[config.mk]
export PLATFORM = sky130hd
export DESIGN_NAME = cap_channel
export DESIGN_NICKNAME = d
export VERILOG_FILES = /design/src/rtl/cap_pkg.sv /design/src/rtl/cap_src_select.sv /design/src/rtl/cap_edge_qual.sv /design/src/rtl/cap_event_flags.sv /design/src/rtl/cap_channel.sv
export SDC_FILE = /design/constraint.sdc
export NUM_CORES = 1
export LEC_CHECK = 0
export ABC_AREA = 1
export BUFFER_PORTS_ARGS = -buffer_cell sky130_fd_sc_hd__buf_2
export CORE_MARGIN = 2
export CORE_UTILIZATION = 43
export DETAILED_ROUTE_END_ITERATION = 7
export PLACE_DENSITY = 0.77
export SETUP_SLACK_MARGIN = 0.02
export SYNTH_ARGS = -nofsm -noshare
export SYNTH_HDL_FRONTEND = slang
export SYNTH_HIERARCHICAL = 1
export SYNTH_SLANG_ARGS = --single-unit
[constraint.sdc]
create_clock -name clk -period 1.9 [get_ports clk]
set_input_delay 0.38 -clock clk [delete_from_list [all_inputs] [get_ports clk]]
set_output_delay 0.38 -clock clk [all_outputs]
set_load 0.01 [all_outputs]
[src/rtl/cap_pkg.sv]
`timescale 1ns/1ps
package cap_pkg;
  typedef enum logic [1:0] {
    SRC_PIN_A = 2'b00,
    SRC_PIN_B = 2'b01,
    SRC_LOW   = 2'b10,
    SRC_HIGH  = 2'b11
  } src_sel_e;

  typedef enum logic [1:0] {
    EDGE_NONE = 2'b00,
    EDGE_RISE = 2'b01,
    EDGE_FALL = 2'b10,
    EDGE_ANY  = 2'b11
  } edge_mode_e;
endpackage

[src/rtl/cap_src_select.sv]
`timescale 1ns/1ps
// Four-way source selection plus an optional resynchronising chain.
module cap_src_select #(
  parameter int STAGES = 2
) (
  input  logic       clk,
  input  logic       rst_n,
  input  logic       pin_a,
  input  logic       pin_b,
  input  logic [1:0] sel,
  input  logic       sync_en,
  output logic       level,
  output logic       sampled
);
  import cap_pkg::*;

  logic [STAGES-1:0] chain;

  always_comb begin
    case (src_sel_e'(sel))
      SRC_PIN_A: level = pin_a;
      SRC_PIN_B: level = pin_b;
      SRC_LOW:   level = 1'b0;
      default:   level = 1'b1;
    endcase
  end

  for (genvar i = 0; i < STAGES; i++) begin : g_stage
    if (i == 0) begin : g_first
      always_ff @(posedge clk or negedge rst_n) begin
        if (!rst_n) chain[i] <= 1'b0;
        else        chain[i] <= level;
      end
    end else begin : g_rest
      always_ff @(posedge clk or negedge rst_n) begin
        if (!rst_n) chain[i] <= 1'b0;
        else        chain[i] <= chain[i-1];
      end
    end
  end

  assign sampled = sync_en ? chain[STAGES-1] : level;
endmodule

[src/rtl/cap_edge_qual.sv]
`timescale 1ns/1ps
// Compares the present sample with the previous one and qualifies the edge.
module cap_edge_qual (
  input  logic       clk,
  input  logic       rst_n,
  input  logic       sampled,
  input  logic [1:0] edge_mode,
  input  logic       cap_mode,
  output logic       hit
);
  import cap_pkg::*;

  logic prev;
  logic rise;
  logic fall;
  logic match;

  always_ff @(posedge clk or negedge rst_n) begin
    if (!rst_n) prev <= 1'b0;
    else        prev <= sampled;
  end

  assign rise = sampled & ~prev;
  assign fall = ~sampled & prev;

  always_comb begin
    case (edge_mode_e'(edge_mode))
      EDGE_RISE: match = rise;
      EDGE_FALL: match = fall;
      EDGE_ANY:  match = rise | fall;
      default:   match = 1'b0;
    endcase
  end

  assign hit = cap_mode & match;
endmodule

[src/rtl/cap_event_flags.sv]
`timescale 1ns/1ps
// Holding register and the pending / overflow flags.
module cap_event_flags #(
  parameter int CNT_W = 16
) (
  input  logic             clk,
  input  logic             rst_n,
  input  logic             hit,
  input  logic [CNT_W-1:0] count,
  input  logic             clr_pend,
  input  logic             clr_ovf,
  output logic [CNT_W-1:0] cap_value,
  output logic             pend,
  output logic             ovf
);
  logic lost;

  assign lost = hit & pend;

  always_ff @(posedge clk or negedge rst_n) begin
    if (!rst_n) begin
      cap_value <= '0;
      pend      <= 1'b0;
      ovf       <= 1'b0;
    end else begin
      if (hit) cap_value <= count;
      pend <= hit  | (pend & ~clr_pend);
      ovf  <= lost | (ovf  & ~clr_ovf);
    end
  end
endmodule

[src/rtl/cap_channel.sv]
`timescale 1ns/1ps
// One timer capture channel: source select, edge qualify, capture flags.
module cap_channel #(
  parameter int CNT_W       = 16,
  parameter int SYNC_STAGES = 2
) (
  input  logic             clk,
  input  logic             rst_n,
  input  logic [CNT_W-1:0] count,
  input  logic             pin_a,
  input  logic             pin_b,
  input  logic [1:0]       in_sel,
  input  logic [1:0]       edge_mode,
  input  logic             sync_en,
  input  logic             cap_mode,
  input  logic             irq_en,
  input  logic             clr_pend,
  input  logic             clr_ovf,
  output logic [CNT_W-1:0] cap_value,
  output logic             in_level,
  output logic             pend,
  output logic             ovf,
  output logic             irq
);
  logic sampled;
  logic hit;

  cap_src_select #(.STAGES(SYNC_STAGES)) u_src (
    .clk     (clk),
    .rst_n   (rst_n),
    .pin_a   (pin_a),
    .pin_b   (pin_b),
    .sel     (in_sel),
    .sync_en (sync_en),
    .level   (in_level),
    .sampled (sampled)
  );

  cap_edge_qual u_edge (
    .clk       (clk),
    .rst_n     (rst_n),
    .sampled   (sampled),
    .edge_mode (edge_mode),
    .cap_mode  (cap_mode),
    .hit       (hit)
  );

  cap_event_flags #(.CNT_W(CNT_W)) u_flags (
    .clk       (clk),
    .rst_n     (rst_n),
    .hit       (hit),
    .count     (count),
    .clr_pend  (clr_pend),
    .clr_ovf   (clr_ovf),
    .cap_value (cap_value),
    .pend      (pend),
    .ovf       (ovf)
  );

  assign irq = pend & irq_en;
endmodule

==> metrics.txt, run 1 <==
# TYPE chip_impl_metric gauge
chip_impl_info{name="run_status",value="finished clean"} 1
chip_impl_info{name="rsz0062_at_grt",value="no"} 1
chip_impl_metric{name="clk_transition_reported_paths",unit="ps"} 120
chip_impl_metric{name="synth_xor_xnor_area_share",unit=""} 0
chip_impl_metric{name="layout.cells.non_filler",unit=""} 184
chip_impl_metric{name="via_count_of_the_first_global_routing_pass",unit=""} 720
chip_impl_metric{name="tritoncts.num_buffers",unit=""} 3
chip_impl_metric{name="seq_area_frac_synth",unit=""} 0.582
chip_impl_metric{name="worst-slew-pin-transition",unit="ps"} 449
chip_impl_metric{name="post_drt_via_cell_ratio",unit=""} 4.34
chip_impl_metric{name="setup_viol",unit=""} 0
chip_impl_info{name="tritoncts_clock_tree",value="yes"} 1
chip_impl_info{name="synth_area_leader_cell",value="sky130_fd_sc_hd__dfrtp_1"} 1
chip_impl_metric{name="synthMuxAreaShare",unit=""} 0
chip_impl_metric{name="post_route_ant_nets",unit=""} 0
chip_impl_metric{name="average_wire_per_standard_cell",unit="um"} 10.1
chip_impl_metric{name="antenna_found_initial",unit=""} 0
chip_impl_metric{name="worst_slew_margin_rel",unit=""} 0.701
chip_impl_metric{name="mappedNetlistArea",unit="um^2"} 903
chip_impl_metric{name="dieHeight",unit="um"} 49.8
chip_impl_info{name="worst_setup_sp_type",value="input pin"} 1
chip_impl_metric{name="power.static_leakage",unit="nW"} 0.751
chip_impl_metric{name="initialDrtViolationCount",unit=""} 6
chip_impl_metric{name="finalInstanceArea",unit="um^2"} 1190
chip_impl_metric{name="initial_utilization",unit=""} 0.460
chip_impl_metric{name="required",unit="ps"} 2090
chip_impl_metric{name="flow.area_growth_from_synthesis",unit="%"} 31.7
chip_impl_metric{name="yosys.area_share.adder",unit=""} 0.0277
chip_impl_metric{name="report.final.slew_viol_count",unit=""} 0
chip_impl_info{name="worst_setup_path_end_kind",value="register"} 1
chip_impl_metric{name="detailed_place.area",unit="um^2"} 1160
chip_impl_metric{name="syn_area_per_cell",unit="um^2"} 8.60
chip_impl_metric{name="cap_viol_max_count",unit=""} 0
chip_impl_metric{name="synth_cell_type_count",unit=""} 11
chip_impl_info{name="criticalPathCategory",value="input pin to register"} 1
chip_impl_metric{name="finalWorstPathRequiredPeriod",unit="ps"} 1730
chip_impl_metric{name="ctsHtreeMaxLevel",unit=""} 1
chip_impl_info{name="synth_top_family_by_area",value="simple AND/OR/NAND/NOR gates"} 1
chip_impl_metric{name="power_per_cell_area",unit="nW/um^2"} 898
chip_impl_metric{name="flops_latches_synth",unit=""} 21
chip_impl_metric{name="drc_errors",unit=""} 0
chip_impl_metric{name="place_inst",unit=""} 180
chip_impl_metric{name="syn-instance-count",unit=""} 105
chip_impl_metric{name="synth_compound_gate_area_share",unit=""} 0.00554
chip_impl_metric{name="dp.final_hpwl",unit="um"} 1450
chip_impl_metric{name="core",unit="um^2"} 1960
chip_impl_info{name="netlist_top_cells_area",value="sky130_fd_sc_hd__dfrtp_1 (58%), sky130_fd_sc_hd__nand2_1 (25%), sky130_fd_sc_hd__inv_1 (3.7%), sky130_fd_sc_hd__ha_1 (2.8%), sky130_fd_sc_hd__nand2_2 (2.1%)"} 1
chip_impl_metric{name="final_min_period_over_clock_period",unit=""} 0.908
chip_impl_metric{name="n_antenna_cell",unit=""} 0
chip_impl_info{name="clock_root_buffer",value="sky130_fd_sc_hd__clkbuf_4"} 1
chip_impl_metric{name="top_level_ports",unit=""} 49
chip_impl_metric{name="grt_start_max_net_pins",unit=""} 22
chip_impl_metric{name="cts_num_sinks",unit=""} 21
chip_impl_metric{name="fraction_of_post_synthesis_cell_area_in_the_top_cell_type_by_area",unit=""} 0.582
chip_impl_metric{name="floorplan.die.width",unit="um"} 49.8
chip_impl_metric{name="routabilityCongestion",unit=""} 0.735
chip_impl_metric{name="clk_path_buf_depth",unit=""} 2
chip_impl_metric{name="synth.yosys.warnings",unit=""} 6
chip_impl_metric{name="design.final.nets",unit=""} 189
chip_impl_metric{name="post_cts.repair.setup_buffers",unit=""} 0
chip_impl_metric{name="skew",unit="ps"} 7.93
chip_impl_info{name="mostFrequentLayoutCells",value="sky130_fd_sc_hd__nand2_1 (60), sky130_fd_sc_hd__buf_2 (48), sky130_fd_sc_hd__dfrtp_1 (21), sky130_fd_sc_hd__inv_1 (9)"} 1
chip_impl_metric{name="io_buffer_count",unit=""} 48
chip_impl_metric{name="clock.fmax",unit="GHz"} 0.579
chip_impl_metric{name="grt_pass1_wl",unit="um"} 2980
chip_impl_metric{name="rows",unit=""} 16
chip_impl_metric{name="layout.filler_cells",unit=""} 198
chip_impl_metric{name="fin_total_pwr",unit="mW"} 1.07
chip_impl_metric{name="drive_above_1_share",unit=""} 0.382
chip_impl_metric{name="die-area",unit="um^2"} 2480
chip_impl_metric{name="gr-usage-all-layers",unit=""} 0.161
chip_impl_metric{name="post_synth_and_or_nand_nor_area_fraction",unit=""} 0.291
chip_impl_info{name="layout_commonest_cell",value="sky130_fd_sc_hd__nand2_1"} 1
chip_impl_info{name="holdCritPathClass",value="input pin to async pin"} 1
chip_impl_metric{name="routed_wirelength",unit="um"} 1870
chip_impl_metric{name="timing.final.hold_violations",unit=""} 0
chip_impl_metric{name="postSynthNetCount",unit=""} 136
chip_impl_metric{name="grt-ovfl-total",unit=""} 0
chip_impl_metric{name="timing.critical_path.arrival",unit="ps"} 1910
chip_impl_metric{name="critPathMaxFanout",unit=""} 17
chip_impl_metric{name="dr_total_vias",unit=""} 798
chip_impl_metric{name="irDropWorstVdd",unit="mV"} 0.430
chip_impl_metric{name="clkLatencyLatePin",unit="ps"} 300
chip_impl_metric{name="drtPass1Iterations",unit=""} 4
-- cell families after synthesis --
family	count (synthesis)
AND/OR/NAND/NOR	68
flip-flops	21
buffers and inverters	13
adder cells (fa/ha/maj)	2
AO/OA/AOI/OAI	1
-- metal layers --
| layer | up-vias | share of wire | GRT usage |
|---|---|---|---|
| li1 | 409 | - | - |
| met1 | 361 | 0.39 | 0.178 |
| met2 | 28 | 0.54 | 0.291 |
| met3 | 0 | 0.072 | 0.0303 |
| met4 | 0 | 0 | 0.0833 |
| met5 | - | 0 | 0 |
-- synthesized netlist by cell type --
library cell and n:
sky130_fd_sc_hd__buf_6 1, sky130_fd_sc_hd__buf_8 1, sky130_fd_sc_hd__clkbuf_8 1, sky130_fd_sc_hd__dfrtp_1 21
sky130_fd_sc_hd__ha_1 2, sky130_fd_sc_hd__inv_1 9, sky130_fd_sc_hd__inv_8 1, sky130_fd_sc_hd__nand2_1 61
sky130_fd_sc_hd__nand2_2 3, sky130_fd_sc_hd__nor2_1 4, sky130_fd_sc_hd__o21ai_0 1
-- path summary, 6_finish.rpt --
kind,start,end,slack [ps],cells past startpoint
max in group asynchronous,rst_n,u_flags/cap_value[10]$_DFFE_PN0P_,1580,1
min,rst_n,u_flags/ovf$_DFF_PN0_,6,1
max reg2reg,u_src/chain[1]$_DFF_PN0_,u_flags/cap_value[9]$_DFFE_PN0P_,240,13
max,in_sel[1],u_flags/cap_value[9]$_DFFE_PN0P_,170,17
min in group clk,count[3],u_flags/cap_value[3]$_DFFE_PN0P_,270,3
min reg2reg,u_src/chain[0]$_DFF_PN0_,u_src/chain[1]$_DFF_PN0_,360,0
-- through the flow --
step | setup slack, ps | setup TNS [ps] | utilization | hold WS, ps
final | 174 | 0 | 0.607 | 6.14
after global routing | 31.5 | 0 | 0.607 | 38.1
after CTS | 182 | 0 | 0.607 | 22.6
after detailed placement | -140 | -2140 | 0.592 | 341
after global placement | -26.7 | -294 | 0.592 | 334
after floorplan | 47.4 | 0 | - | 84.4
-- state kept, by name, summed over array words and instances, names as in the netlist --
| register | flops |
|---|---|
| u_edge/prev | 1 |
| u_flags/cap_value | 16 |
| u_flags/ovf | 1 |
| u_flags/pend | 1 |
| u_src/chain | 2 |
-- layout make-up --
class | instances | area [um^2] | share of cell area
repair buffers | 51 | 263 | 0.221
flip-flops and latches | 21 | 526 | 0.442
well taps | 27 | 33.8 | 0.0284
inverters | 10 | 45.0 | 0.0379
multi-input cells | 71 | 295 | 0.248
clock buffers | 3 | 22.5 | 0.0189
clock inverters | 1 | 5.00 | 0.00421
-- power by group --
group | total (mW) | internal (mW) | leakage, nW | switching (mW)
combinational | 0.287 | 0.125 | 0.472 | 0.162
sequential | 0.574 | 0.529 | 0.261 | 0.0448
clock | 0.208 | 0.0783 | 0.0177 | 0.130
total | 1.07 | 0.732 | 0.751 | 0.337
-- critical path: stages --
cell                      delay [ps]
sky130_fd_sc_hd__buf_2           100
sky130_fd_sc_hd__nor2_1           90
sky130_fd_sc_hd__nand2_1          70
sky130_fd_sc_hd__nand2_2          70
sky130_fd_sc_hd__nand2_1          40
sky130_fd_sc_hd__nand2_1          90
sky130_fd_sc_hd__inv_1            60
sky130_fd_sc_hd__ha_1            290
sky130_fd_sc_hd__inv_1            50
sky130_fd_sc_hd__nand2_1          60
sky130_fd_sc_hd__nand2_1          70
sky130_fd_sc_hd__nor2_1           40
sky130_fd_sc_hd__nor2_1          120
sky130_fd_sc_hd__buf_4           200
sky130_fd_sc_hd__inv_8            70
sky130_fd_sc_hd__nand2_1          60
sky130_fd_sc_hd__nand2_1          60
-- timing repair --
action	4_1_cts	5_1_grt
endpoints found under the hold margin	0	0
setup endpoints to repair	0	1
gates resized for setup	0	1
hold buffers	0	0
(Power assumes the default switching activity.)
==> inputs of run 2 (changes only) <==
- REMOVE_ABC_BUFFERS: default -> 1
==> metrics.txt, run 2 (synthesis results as in run 1) <==
# TYPE chip_impl_metric gauge
chip_impl_info{name="run_status",value="finished clean"} 1
chip_impl_info{name="worst_setup_sp_type",value="input pin"} 1
chip_impl_metric{name="via_count_of_the_first_global_routing_pass",unit=""} 779
chip_impl_metric{name="timing.final.hold_violations",unit=""} 0
chip_impl_metric{name="post_drt_via_cell_ratio",unit=""} 4.32
chip_impl_metric{name="final_min_period_over_clock_period",unit=""} 0.879
chip_impl_metric{name="met1_length",unit="um"} 795
chip_impl_metric{name="cpPeakStageDelay",unit="ps"} 280
chip_impl_metric{name="critPathMaxFanout",unit=""} 17
chip_impl_metric{name="final_critical_path_setup_slack",unit="ps"} 230
chip_impl_info{name="criticalPathCategory",value="input pin to register"} 1
chip_impl_info{name="crit_chain",value="buf_2 > nor2_1 > nand2_1 > nand2_1 > nand2_1 > nand2_1 > inv_1 > ha_1 > inv_1 > nand2_1 > nand2_1 > nor2_1 > nor2_1 > buf_6 > inv_8 > nand2_1 > nand2_1"} 1
chip_impl_metric{name="report.final.slew_viol_count",unit=""} 0
chip_impl_metric{name="routabilityCongestion",unit=""} 0.681
chip_impl_metric{name="design.final.nets",unit=""} 190
chip_impl_metric{name="rows",unit=""} 16
chip_impl_metric{name="grt_pass1_wl",unit="um"} 3150
chip_impl_info{name="holdCritPathClass",value="input pin to async pin"} 1
chip_impl_metric{name="routed_wirelength",unit="um"} 1870
chip_impl_metric{name="r2r_cells",unit=""} 13
chip_impl_metric{name="setup_viol",unit=""} 0
chip_impl_metric{name="clock.fmax",unit="GHz"} 0.599
chip_impl_metric{name="top_level_ports",unit=""} 49
chip_impl_metric{name="floorplan.die.width",unit="um"} 49.8
chip_impl_metric{name="dieHeight",unit="um"} 49.8
chip_impl_metric{name="dp.final_hpwl",unit="um"} 1510
chip_impl_metric{name="net-switching-power",unit="uW"} 334
chip_impl_metric{name="worst_slew_margin_rel",unit=""} 0.697
chip_impl_metric{name="initialDrtViolationCount",unit=""} 7
chip_impl_metric{name="layout.cells.non_filler",unit=""} 185
chip_impl_metric{name="drive_above_1_share",unit=""} 0.380
chip_impl_metric{name="timing.critical_path.arrival",unit="ps"} 1870
chip_impl_info{name="largestRegisters",value="u_flags/cap_value x16, u_src/chain x2"} 1
chip_impl_metric{name="sequential_power_share",unit=""} 0.536
chip_impl_metric{name="io_buffer_count",unit=""} 48
chip_impl_info{name="clock_root_buffer",value="sky130_fd_sc_hd__clkbuf_4"} 1
chip_impl_info{name="worst_setup_path_end_kind",value="register"} 1
chip_impl_metric{name="clk_path_buf_depth",unit=""} 2
chip_impl_metric{name="dr_total_vias",unit=""} 800
chip_impl_metric{name="clock_power_share",unit=""} 0.190
chip_impl_metric{name="gr-usage-all-layers",unit=""} 0.170
chip_impl_metric{name="power.static_leakage",unit="nW"} 0.760
chip_impl_metric{name="finalWorstPathRequiredPeriod",unit="ps"} 1670
chip_impl_metric{name="tritoncts.num_buffers",unit=""} 3
chip_impl_info{name="mostFrequentLayoutCells",value="sky130_fd_sc_hd__nand2_1 (61), sky130_fd_sc_hd__buf_2 (48), sky130_fd_sc_hd__dfrtp_1 (21), sky130_fd_sc_hd__inv_1 (9), sky130_fd_sc_hd__nor2_1 (4)"} 1
chip_impl_metric{name="ctsHtreeMaxLevel",unit=""} 1
chip_impl_metric{name="flow.area_growth_from_synthesis",unit="%"} 34.1
chip_impl_metric{name="post_route_ant_nets",unit=""} 0
chip_impl_metric{name="clk_transition_reported_paths",unit="ps"} 110
chip_impl_metric{name="cts_num_sinks",unit=""} 21
chip_impl_metric{name="drtPass1Iterations",unit=""} 3
chip_impl_metric{name="core",unit="um^2"} 1960
chip_impl_info{name="tritoncts_clock_tree",value="yes"} 1
chip_impl_metric{name="largest_register_ffs",unit=""} 16
chip_impl_metric{name="wl_met3",unit="um"} 128
chip_impl_metric{name="place_inst",unit=""} 181
chip_impl_info{name="rsz0062_at_grt",value="no"} 1
chip_impl_metric{name="irDropWorstVdd",unit="mV"} 0.596
chip_impl_metric{name="antenna_found_initial",unit=""} 0
chip_impl_info{name="highest-signal-layer",value="met4"} 1
chip_impl_metric{name="post-place-ws",unit="ps"} -93.5
chip_impl_metric{name="grt-ovfl-total",unit=""} 0
chip_impl_metric{name="clkLatencyLatePin",unit="ps"} 290
chip_impl_metric{name="n_antenna_cell",unit=""} 0
chip_impl_info{name="top_register",value="u_flags/cap_value"} 1
chip_impl_metric{name="required",unit="ps"} 2100
chip_impl_metric{name="drc_errors",unit=""} 0
chip_impl_metric{name="initial_utilization",unit=""} 0.460
chip_impl_metric{name="combPwrFrac",unit=""} 0.274
chip_impl_metric{name="grt_start_max_net_pins",unit=""} 22
chip_impl_metric{name="route.met2.wl",unit="um"} 915
chip_impl_info{name="critical_path.most_common_cell",value="sky130_fd_sc_hd__nand2_1"} 1
chip_impl_metric{name="power_report.internal_total",unit="uW"} 739
chip_impl_info{name="layout_commonest_cell",value="sky130_fd_sc_hd__nand2_1"} 1
chip_impl_metric{name="cap_viol_max_count",unit=""} 0
chip_impl_metric{name="skew",unit="ps"} 1.41
chip_impl_metric{name="holdBufCountCts",unit=""} 0
chip_impl_metric{name="worst-slew-pin-transition",unit="ps"} 454
chip_impl_metric{name="power_per_cell_area",unit="nW/um^2"} 886
chip_impl_metric{name="p_sw_frac",unit=""} 0.312
chip_impl_metric{name="average_wire_per_standard_cell",unit="um"} 10.1
chip_impl_metric{name="die-area",unit="um^2"} 2480
chip_impl_info{name="slowest_stage",value="sky130_fd_sc_hd__ha_1"} 1
## run 2: changes by cell type in the layout (fill, tap and decap cells not counted), sizes merged
cell	change
buf	+1
## run 2: area by class of cell
cell class | count | area [um^2]
Fill cell | 195 | 751
Sequential cell | 21 | 526
Multi-Input combinational cell | 71 | 293
Timing Repair Buffer | 52 | 287
Inverter | 10 | 45.0
Tap cell | 27 | 33.8
Clock buffer | 3 | 22.5
Clock inverter | 1 | 5.00
## run 2: worst max-delay path: cells and delay by family
family	cells	cell delay [ps]
simple gates	11	760
fa+ha+maj	1	280
buf+inv	5	440
## run 2: layer usage
layer | track usage | vias up
li1 | - | 412
met1 | 0.193 | 351
met2 | 0.298 | 33
met3 | 0.0303 | 4
met4 | 0.0972 | 0
met5 | 0 | -
## run 2: final timing paths
| path | from | endpoint | slack, ps |
|---|---|---|---|
| setup / recovery | in_sel[1] | u_flags/cap_value[4]$_DFFE_PN0P_ | 230 |
| hold / removal | rst_n | u_flags/cap_value[5]$_DFFE_PN0P_ | 20 |
| setup reg to reg | u_src/chain[1]$_DFF_PN0_ | u_flags/cap_value[4]$_DFFE_PN0P_ | 340 |
| hold reg to reg | u_src/chain[0]$_DFF_PN0_ | u_src/chain[1]$_DFF_PN0_ | 390 |
| max in group asynchronous | rst_n | u_flags/cap_value[4]$_DFFE_PN0P_ | 1570 |
| min in group clk | count[1] | u_flags/cap_value[1]$_DFFE_PN0P_ | 280 |
## run 2: per-stage QoR
stage / instance area [um^2] / power [mW] / hold WS [ps] / utilization / setup TNS [ps]
after detailed placement: 1180 / 0.881 / 345 / 0.601 / -1370
after CTS: 1210 / 1.09 / 21.7 / 0.615 / 0
after floorplan: 863 / 0.719 / 84.4 / - / -8160
after global routing: 1210 / 1.15 / 30.9 / 0.617 / 0
final: 1210 / 1.07 / 17.4 / 0.617 / 0
after global placement: 1180 / 0.869 / 355 / 0.601 / -114
## run 2: repair_timing
action	in CTS	in global routing
setup endpoints to repair	0	1
setup buffers	0	0
resized for setup	0	1
## run 2: power by group through the flow
stage / sequential [mW] / clock [mW] / combinational [mW]
3_3_place_gp: 0.581 / 0 / 0.288
3_5_place_dp: 0.585 / 0 / 0.297
6_report: 0.575 / 0.204 / 0.294
2_1_floorplan: 0.619 / 0 / 0.0994
4_1_cts: 0.576 / 0.216 / 0.298
5_1_grt: 0.585 / 0.237 / 0.331
